**src/rtl/usec_tick_pkg.sv**
```systemverilog
package usec_tick_pkg;
  localparam int INT_W    = 10;
  localparam int FRAC_W   = 4;
  localparam int INT_LSB  = 16;
  localparam int FRAC_LSB = INT_LSB + INT_W;

  typedef struct packed {
    logic [FRAC_W-1:0] frac;
    logic [INT_W-1:0]  whole;
  } div_cfg_t;

  function automatic div_cfg_t word_to_cfg(input logic [31:0] w);
    div_cfg_t c;
    c.whole = w[INT_LSB +: INT_W];
    c.frac  = w[FRAC_LSB +: FRAC_W];
    return c;
  endfunction

  function automatic logic [31:0] cfg_to_word(input div_cfg_t c);
    logic [31:0] w;
    w = '0;
    w[INT_LSB +: INT_W]   = c.whole;
    w[FRAC_LSB +: FRAC_W] = c.frac;
    return w;
  endfunction
endpackage

```
**src/rtl/usec_cfg_reg.sv**
```systemverilog
module usec_cfg_reg
  import usec_tick_pkg::*;
#(
  parameter int HI_WHOLE = 23,
  parameter int HI_FRAC  = 0,
  parameter int LO_WHOLE = 18,
  parameter int LO_FRAC  = 4
) (
  input  logic        clk,
  input  logic        rst,
  input  logic        strap_hi,
  input  logic        wr_en,
  input  logic [31:0] wr_data,
  input  logic        boundary,
  output div_cfg_t    active,
  output logic        apply,
  output logic [31:0] rd_data
);
  localparam div_cfg_t HI_CFG = '{frac: FRAC_W'(HI_FRAC), whole: INT_W'(HI_WHOLE)};
  localparam div_cfg_t LO_CFG = '{frac: FRAC_W'(LO_FRAC), whole: INT_W'(LO_WHOLE)};

  div_cfg_t pend_q;
  logic     pend_v_q;

  assign apply   = boundary && pend_v_q;
  assign rd_data = cfg_to_word(active);

  always_ff @(posedge clk) begin
    if (rst) begin
      active   <= strap_hi ? HI_CFG : LO_CFG;
      pend_q   <= '0;
      pend_v_q <= 1'b0;
    end else begin
      if (apply) active <= pend_q;
      if (wr_en) begin
        pend_q   <= word_to_cfg(wr_data);
        pend_v_q <= 1'b1;
      end else if (boundary) begin
        pend_v_q <= 1'b0;
      end
    end
  end

  // the setting in use changes only at a period boundary
  assert_cfg_hold_R7: assert property (@(posedge clk) disable iff (rst)
    !boundary |=> $stable(active));
  // a write always leaves a setting waiting for the next boundary
  assert_write_pends_R7: assert property (@(posedge clk) disable iff (rst)
    wr_en |=> pend_v_q);
endmodule

```
**src/rtl/usec_period_ctr.sv**
```systemverilog
module usec_period_ctr #(
  parameter int INT_W  = 10,
  parameter int FRAC_W = 4
) (
  input  logic              clk,
  input  logic              rst,
  input  logic [INT_W-1:0]  whole,
  input  logic [FRAC_W-1:0] frac,
  input  logic              phase_clr,
  output logic              boundary,
  output logic              tick_q
);
  localparam int CYC_W = INT_W + 1;

  logic [CYC_W-1:0]  cyc_q;
  logic [FRAC_W-1:0] phase_q;
  logic              stretch;
  logic [CYC_W-1:0]  last_c;

  assign stretch  = (frac != '0) && (phase_q == frac);
  assign last_c   = CYC_W'(whole) + CYC_W'(stretch);
  assign boundary = (cyc_q == last_c);

  always_ff @(posedge clk) begin
    if (rst) begin
      cyc_q   <= '0;
      phase_q <= '0;
      tick_q  <= 1'b0;
    end else begin
      tick_q <= boundary;
      if (boundary) begin
        cyc_q <= '0;
        if (phase_clr || stretch || frac == '0) phase_q <= '0;
        else                                     phase_q <= phase_q + 1'b1;
      end else begin
        cyc_q <= cyc_q + 1'b1;
      end
    end
  end

  // the position never runs past the end of the period
  assert_cyc_bound_R2: assert property (@(posedge clk) disable iff (rst)
    cyc_q <= last_c);
  // a tick lasts one cycle unless the period is a single cycle
  assert_tick_pulse_R2: assert property (@(posedge clk) disable iff (rst)
    (tick_q && last_c != '0) |=> !tick_q);
  // the phase stays within 0..F
  assert_phase_bound_R4: assert property (@(posedge clk) disable iff (rst)
    phase_q <= frac);
endmodule

```
**src/rtl/usec_counter.sv**
```systemverilog
module usec_counter #(
  parameter int CNT_W = 32
) (
  input  logic             clk,
  input  logic             rst,
  input  logic             inc,
  output logic [CNT_W-1:0] count
);
  always_ff @(posedge clk) begin
    if (rst)      count <= '0;
    else if (inc) count <= count + 1'b1;
  end

  // one step per tick, wrapping
  assert_count_step_R6: assert property (@(posedge clk) disable iff (rst)
    inc |=> count == CNT_W'($past(count) + 1'b1));
  // holds between ticks
  assert_count_hold_R6: assert property (@(posedge clk) disable iff (rst)
    !inc |=> $stable(count));
endmodule

```
**src/rtl/usec_tick_gen.sv**
```systemverilog
module usec_tick_gen
  import usec_tick_pkg::*;
#(
  parameter int CNT_W    = 32,
  parameter int HI_WHOLE = 23,
  parameter int HI_FRAC  = 0,
  parameter int LO_WHOLE = 18,
  parameter int LO_FRAC  = 4
) (
  input  logic             clk,
  input  logic             rst,
  input  logic             strap_24m,
  input  logic             cfg_wr,
  input  logic [31:0]      cfg_wdata,
  output logic [31:0]      cfg_rdata,
  output logic             tick,
  output logic [CNT_W-1:0] usec_count
);
  div_cfg_t active;
  logic     apply;
  logic     boundary;

  usec_cfg_reg #(
    .HI_WHOLE(HI_WHOLE), .HI_FRAC(HI_FRAC),
    .LO_WHOLE(LO_WHOLE), .LO_FRAC(LO_FRAC)
  ) u_cfg (
    .clk(clk), .rst(rst), .strap_hi(strap_24m),
    .wr_en(cfg_wr), .wr_data(cfg_wdata), .boundary(boundary),
    .active(active), .apply(apply), .rd_data(cfg_rdata)
  );

  usec_period_ctr #(.INT_W(INT_W), .FRAC_W(FRAC_W)) u_period (
    .clk(clk), .rst(rst), .whole(active.whole), .frac(active.frac),
    .phase_clr(apply), .boundary(boundary), .tick_q(tick)
  );

  usec_counter #(.CNT_W(CNT_W)) u_count (
    .clk(clk), .rst(rst), .inc(boundary), .count(usec_count)
  );

  // outputs idle in the cycle after a reset edge
  assert_reset_idle_R1: assert property (@(posedge clk)
    rst |=> (!tick && usec_count == '0));
  // the count moves exactly with the tick
  assert_count_on_tick_R6: assert property (@(posedge clk) disable iff (rst)
    tick |-> usec_count != $past(usec_count));
endmodule

```
**config.mk**
```make
export PLATFORM = sky130hd
export DESIGN_NAME = usec_tick_gen
export DESIGN_NICKNAME = d
export VERILOG_FILES = /design/src/rtl/usec_tick_pkg.sv /design/src/rtl/usec_cfg_reg.sv /design/src/rtl/usec_period_ctr.sv /design/src/rtl/usec_counter.sv /design/src/rtl/usec_tick_gen.sv
export SDC_FILE = /design/constraint.sdc
export NUM_CORES = 1
export LEC_CHECK = 0
export BUFFER_PORTS_ARGS = -buffer_cell sky130_fd_sc_hd__buf_2
export CORE_ASPECT_RATIO = 0.8
export CORE_MARGIN = 3
export CORE_UTILIZATION = 55
export CTS_BUF_LIST = sky130_fd_sc_hd__clkbuf_16
export DETAILED_ROUTE_END_ITERATION = 10
export PLACE_DENSITY = 0.79
export SYNTH_ARGS = -nofsm -noshare
export SYNTH_HDL_FRONTEND = slang
export SYNTH_HIERARCHICAL = 1
export SYNTH_SLANG_ARGS = --single-unit
export TNS_END_PERCENT = 1
```
**constraint.sdc**
```tcl
create_clock -name clk -period 7.7 [get_ports clk]
set_clock_uncertainty 0.15 [all_clocks]
set_input_delay 0.385 -clock clk [delete_from_list [all_inputs] [get_ports clk]]
set_output_delay 0.385 -clock clk [all_outputs]
set_load 0.005 [all_outputs]
```
==> qor.yml <==
critical_path:
  crit_top_cell: "nor3_1"
  cpMaxStageDelayCell: "ha_1"
  cp_cell_sequence: "nor3_1 -> a21oi_1 -> nor3_1 -> a31oi_1 -> nor2_1 -> ha_1 -> ha_1 -> xor3_1 -> or3_1 -> a21oi_1 -> o22ai_2 -> nor2_2 -> and4_1 -> nand4_1 -> nor3_1 -> mux2_2"
  cp-start-kind: "flip-flop"
  crit_family: "simple AND/OR/NAND/NOR gates"
  slowest_delay_ps: 470
  required_ps: 7760
  crit_buf_inv: 0
  end_kind: "flip-flop"
  rrSetupSlack_ps: 2980
  worstSetupPathType: "reg2reg"
  crit_fanout: 10
  cp.arrival_ps: 4780
route:
  vias: 3262
  first_pass_iters: 4
  top_layer: "met4"
  met3_length_um: 558
  drc_errors: 0
  first_iter_violations: 154
  met2_length_um: 3950
  wl_met1_um: 3880
  via_per_inst: 5.61
  antenna_left: 0
  avgRoutedWirePerCell_um: 14.5
  routed_wl_um: 8450
logic_synthesis:
  ys_top_cells_by_area: "dfxtp_1 (30%), edfxtp_1 (10%), buf_4 (5.8%)"
  ys_types: 66
  synthAdderAreaFrac_pct: 1.51
  netlist_instances: 448
  synth_top_family_by_area: "simple AND/OR/NAND/NOR gates"
  synth_top_flop_cell: "dfxtp_1"
  synth_xor_area_share_pct: 7.77
  synth_common_cells: "dfxtp_1 (63), nor2_1 (47), buf_4 (32), nor3_1 (28)"
  synth_top_area_share_pct: 30.5
  yosysSeqAreaShare_pct: 40.6
  syn_avg_cell_area_um2: 9.24
  syn_area_um2: 4140
  yosys_warnings: 6
  synth_edf_count: 14
  yosys.area_share.simple_pct: 25.2
  synth_most_common_cell: "dfxtp_1"
  synthMuxAreaShare_pct: 6.86
  ys_ff_latch: 77
  synth_top_area_cell: "dfxtp_1"
  synth-compound-area-share_pct: 8.13
  async_flop_share_pct: 0
final_layout:
  fin_area_um2: 4600
  antenna_cells: 0
  fillers: 601
  drive_above_1_share_pct: 21.3
  area_delta_synth_final_pct: 11.1
  fin_nets: 530
  seq_area_um2: 1680
  multi_input_area_um2: 2120
clock_tree:
  cts_made_buffers: 9
  path_clk_slew_ps: 60
  clkLatencyLatePin_ps: 320
  cts_tree: "built"
  post-cts-setup-buffer-count: 0
  cts-root-buf: "clkbuf_16"
  clk_path_buf_depth: 2
  cts_resized: 0
  cts_hold_buf: 0
  htree_levels: 3
  cts.sink_count: 77
placement:
  place.gp.congestion: 0.826
  hpwl_um: 5870
  portBuffers: 64
  placed_cell_area_um2: 4280
pwr:
  p_int_uw: 728
  switching_power_uw: 201
  switching_share_pct: 21.6
  max-vdd-ir-drop_v: 0.000130
  power_frac_clock_pct: 47.5
  powerDensity_nw_per_um2: 202
  power.total_uw: 928
  seqPwrFrac_pct: 46.6
  power_frac_comb_pct: 5.9
  p_leak_uw: 0.00190
sta:
  hold_viol: 0
  setup_viol: 0
  max_freq_mhz: 212
  slew_violations: 0
  fin_crit_ps: 4720
  fin_tns_setup_ps: 0
  grt_setup_unrepaired: "false"
  worst_pin_slew_ps: 874
  whs_ps: 149
  slew_headroom_pct: 41.8
  period_share_pct: 61.4
die:
  coreArea_um2: 7090
  initial_core_util_pct: 58.3
  fp.dieH_um: 83.6
  die-area_um2: 8610
  io_pins: 101
  die_x_um: 103
  rows: 27
hold_path:
  min_path_type: "in2reg"
outcome:
  outcome: "finished clean"
grt:
  grt_first_pass_wirelength_um: 14100
  grt_pass1_vias: 2948
  gr-total-overflow: 0
  grtUsageTotal_pct: 19.9
  antenna_found_initial: 0
  grt_start_max_net_pins: 91
job:
  cap_violations: 0
==> metrics by stage <==
step                instances  worst slack, ps  util (%)
finish                    581             2980      64.8
global route              581             2640      64.8
CTS                       581             3030      64.8
detailed placement        565             3060      60.3
global placement          565             3160      60.3
floorplan                 465             3210         -
==> worst min-delay path: cells and delay by family <==
family	cells	cell delay, ps
simple gates	1	70
mux	1	60
buf+inv	1	70
==> area by class of cell <==
cell class / instances / share of cell area, %
clock inverters: 7 / 1.99
flip-flops and latches: 77 / 36.6
multi-input cells: 325 / 46.1
inverters: 10 / 0.817
well taps: 87 / 2.37
clock buffers: 9 / 4.90
repair buffers: 66 / 7.29
==> flip-flops by register name, summed over array words and instances (netlist names) <==
| register | cells |
|---|---|
| u_cfg/active | 14 |
| u_cfg/pend_q | 14 |
| u_cfg/pend_v_q | 1 |
| u_count/count | 32 |
| u_period/cyc_q | 11 |
| u_period/phase_q | 4 |
| u_period/tick_q | 1 |
==> metal layers <==
metal | vias up | GRT usage [%]
met1 | 1521 | 27.6
met3 | 8 | 4.76
met4 | 0 | 5.53
met5 | - | 0
met2 | 126 | 30.8
li1 | 1607 | -
==> placed cells by master, fill, tap and decap left out, drive strengths merged, types with 2 or more instances in the layout <==
cell and n:
or2 5, a21oi 13, bufinv 2, nor2 48
clkbuf 9, nand3 18, o21ai 9, conb 18
nand2 21, nand4 14, and4 3, mux2 11
xor2 19, or4 6, and2 2, nor4 7
nor4b 2, nand2b 2, ha 5, nand3b 2
or3 6, nor3 28, buf 66, o311ai 2
and3 6, mux2i 16, o21a 2, nor3b 2
a211oi 2, dfxtp 63, xnor2 15, inv 13
o31ai 3, clkinvlp 2, nor2b 20, edfxtp 14
==> logic make-up after synthesis <==
logic type / Yosys count
other cells: 1
buf+inv: 63
mux: 27
simple gates: 194
xor+xnor: 35
flops: 77
fa+ha+maj: 5
compound gates: 46
==> power by group through the flow <==
stage	clock network [uW]	registers, uW	logic, uW
6_report	441	433	54.5
5_1_grt	468	434	61.6
4_1_cts	452	433	54.5
3_5_place_dp	0	441	54.1
3_3_place_gp	0	441	52.0
2_1_floorplan	0	437	53.7
==> final timing paths <==
check,startpoint,endpoint,depth (start not counted)
setup / recovery,u_cfg/active[11]$_SDFFCE_PP0P_,u_count/count[29]$_SDFFE_PP0P_,16
hold / removal,cfg_wdata[19],u_cfg/pend_q[3]$_SDFFE_PP0P_,3
setup reg to reg,u_cfg/active[11]$_SDFFCE_PP0P_,u_count/count[29]$_SDFFE_PP0P_,16
hold reg to reg,u_cfg/pend_q[9]$_SDFFE_PP0P_,u_cfg/pend_q[9]$_SDFFE_PP0P_,2
Power figures use the tool's default switching activity.
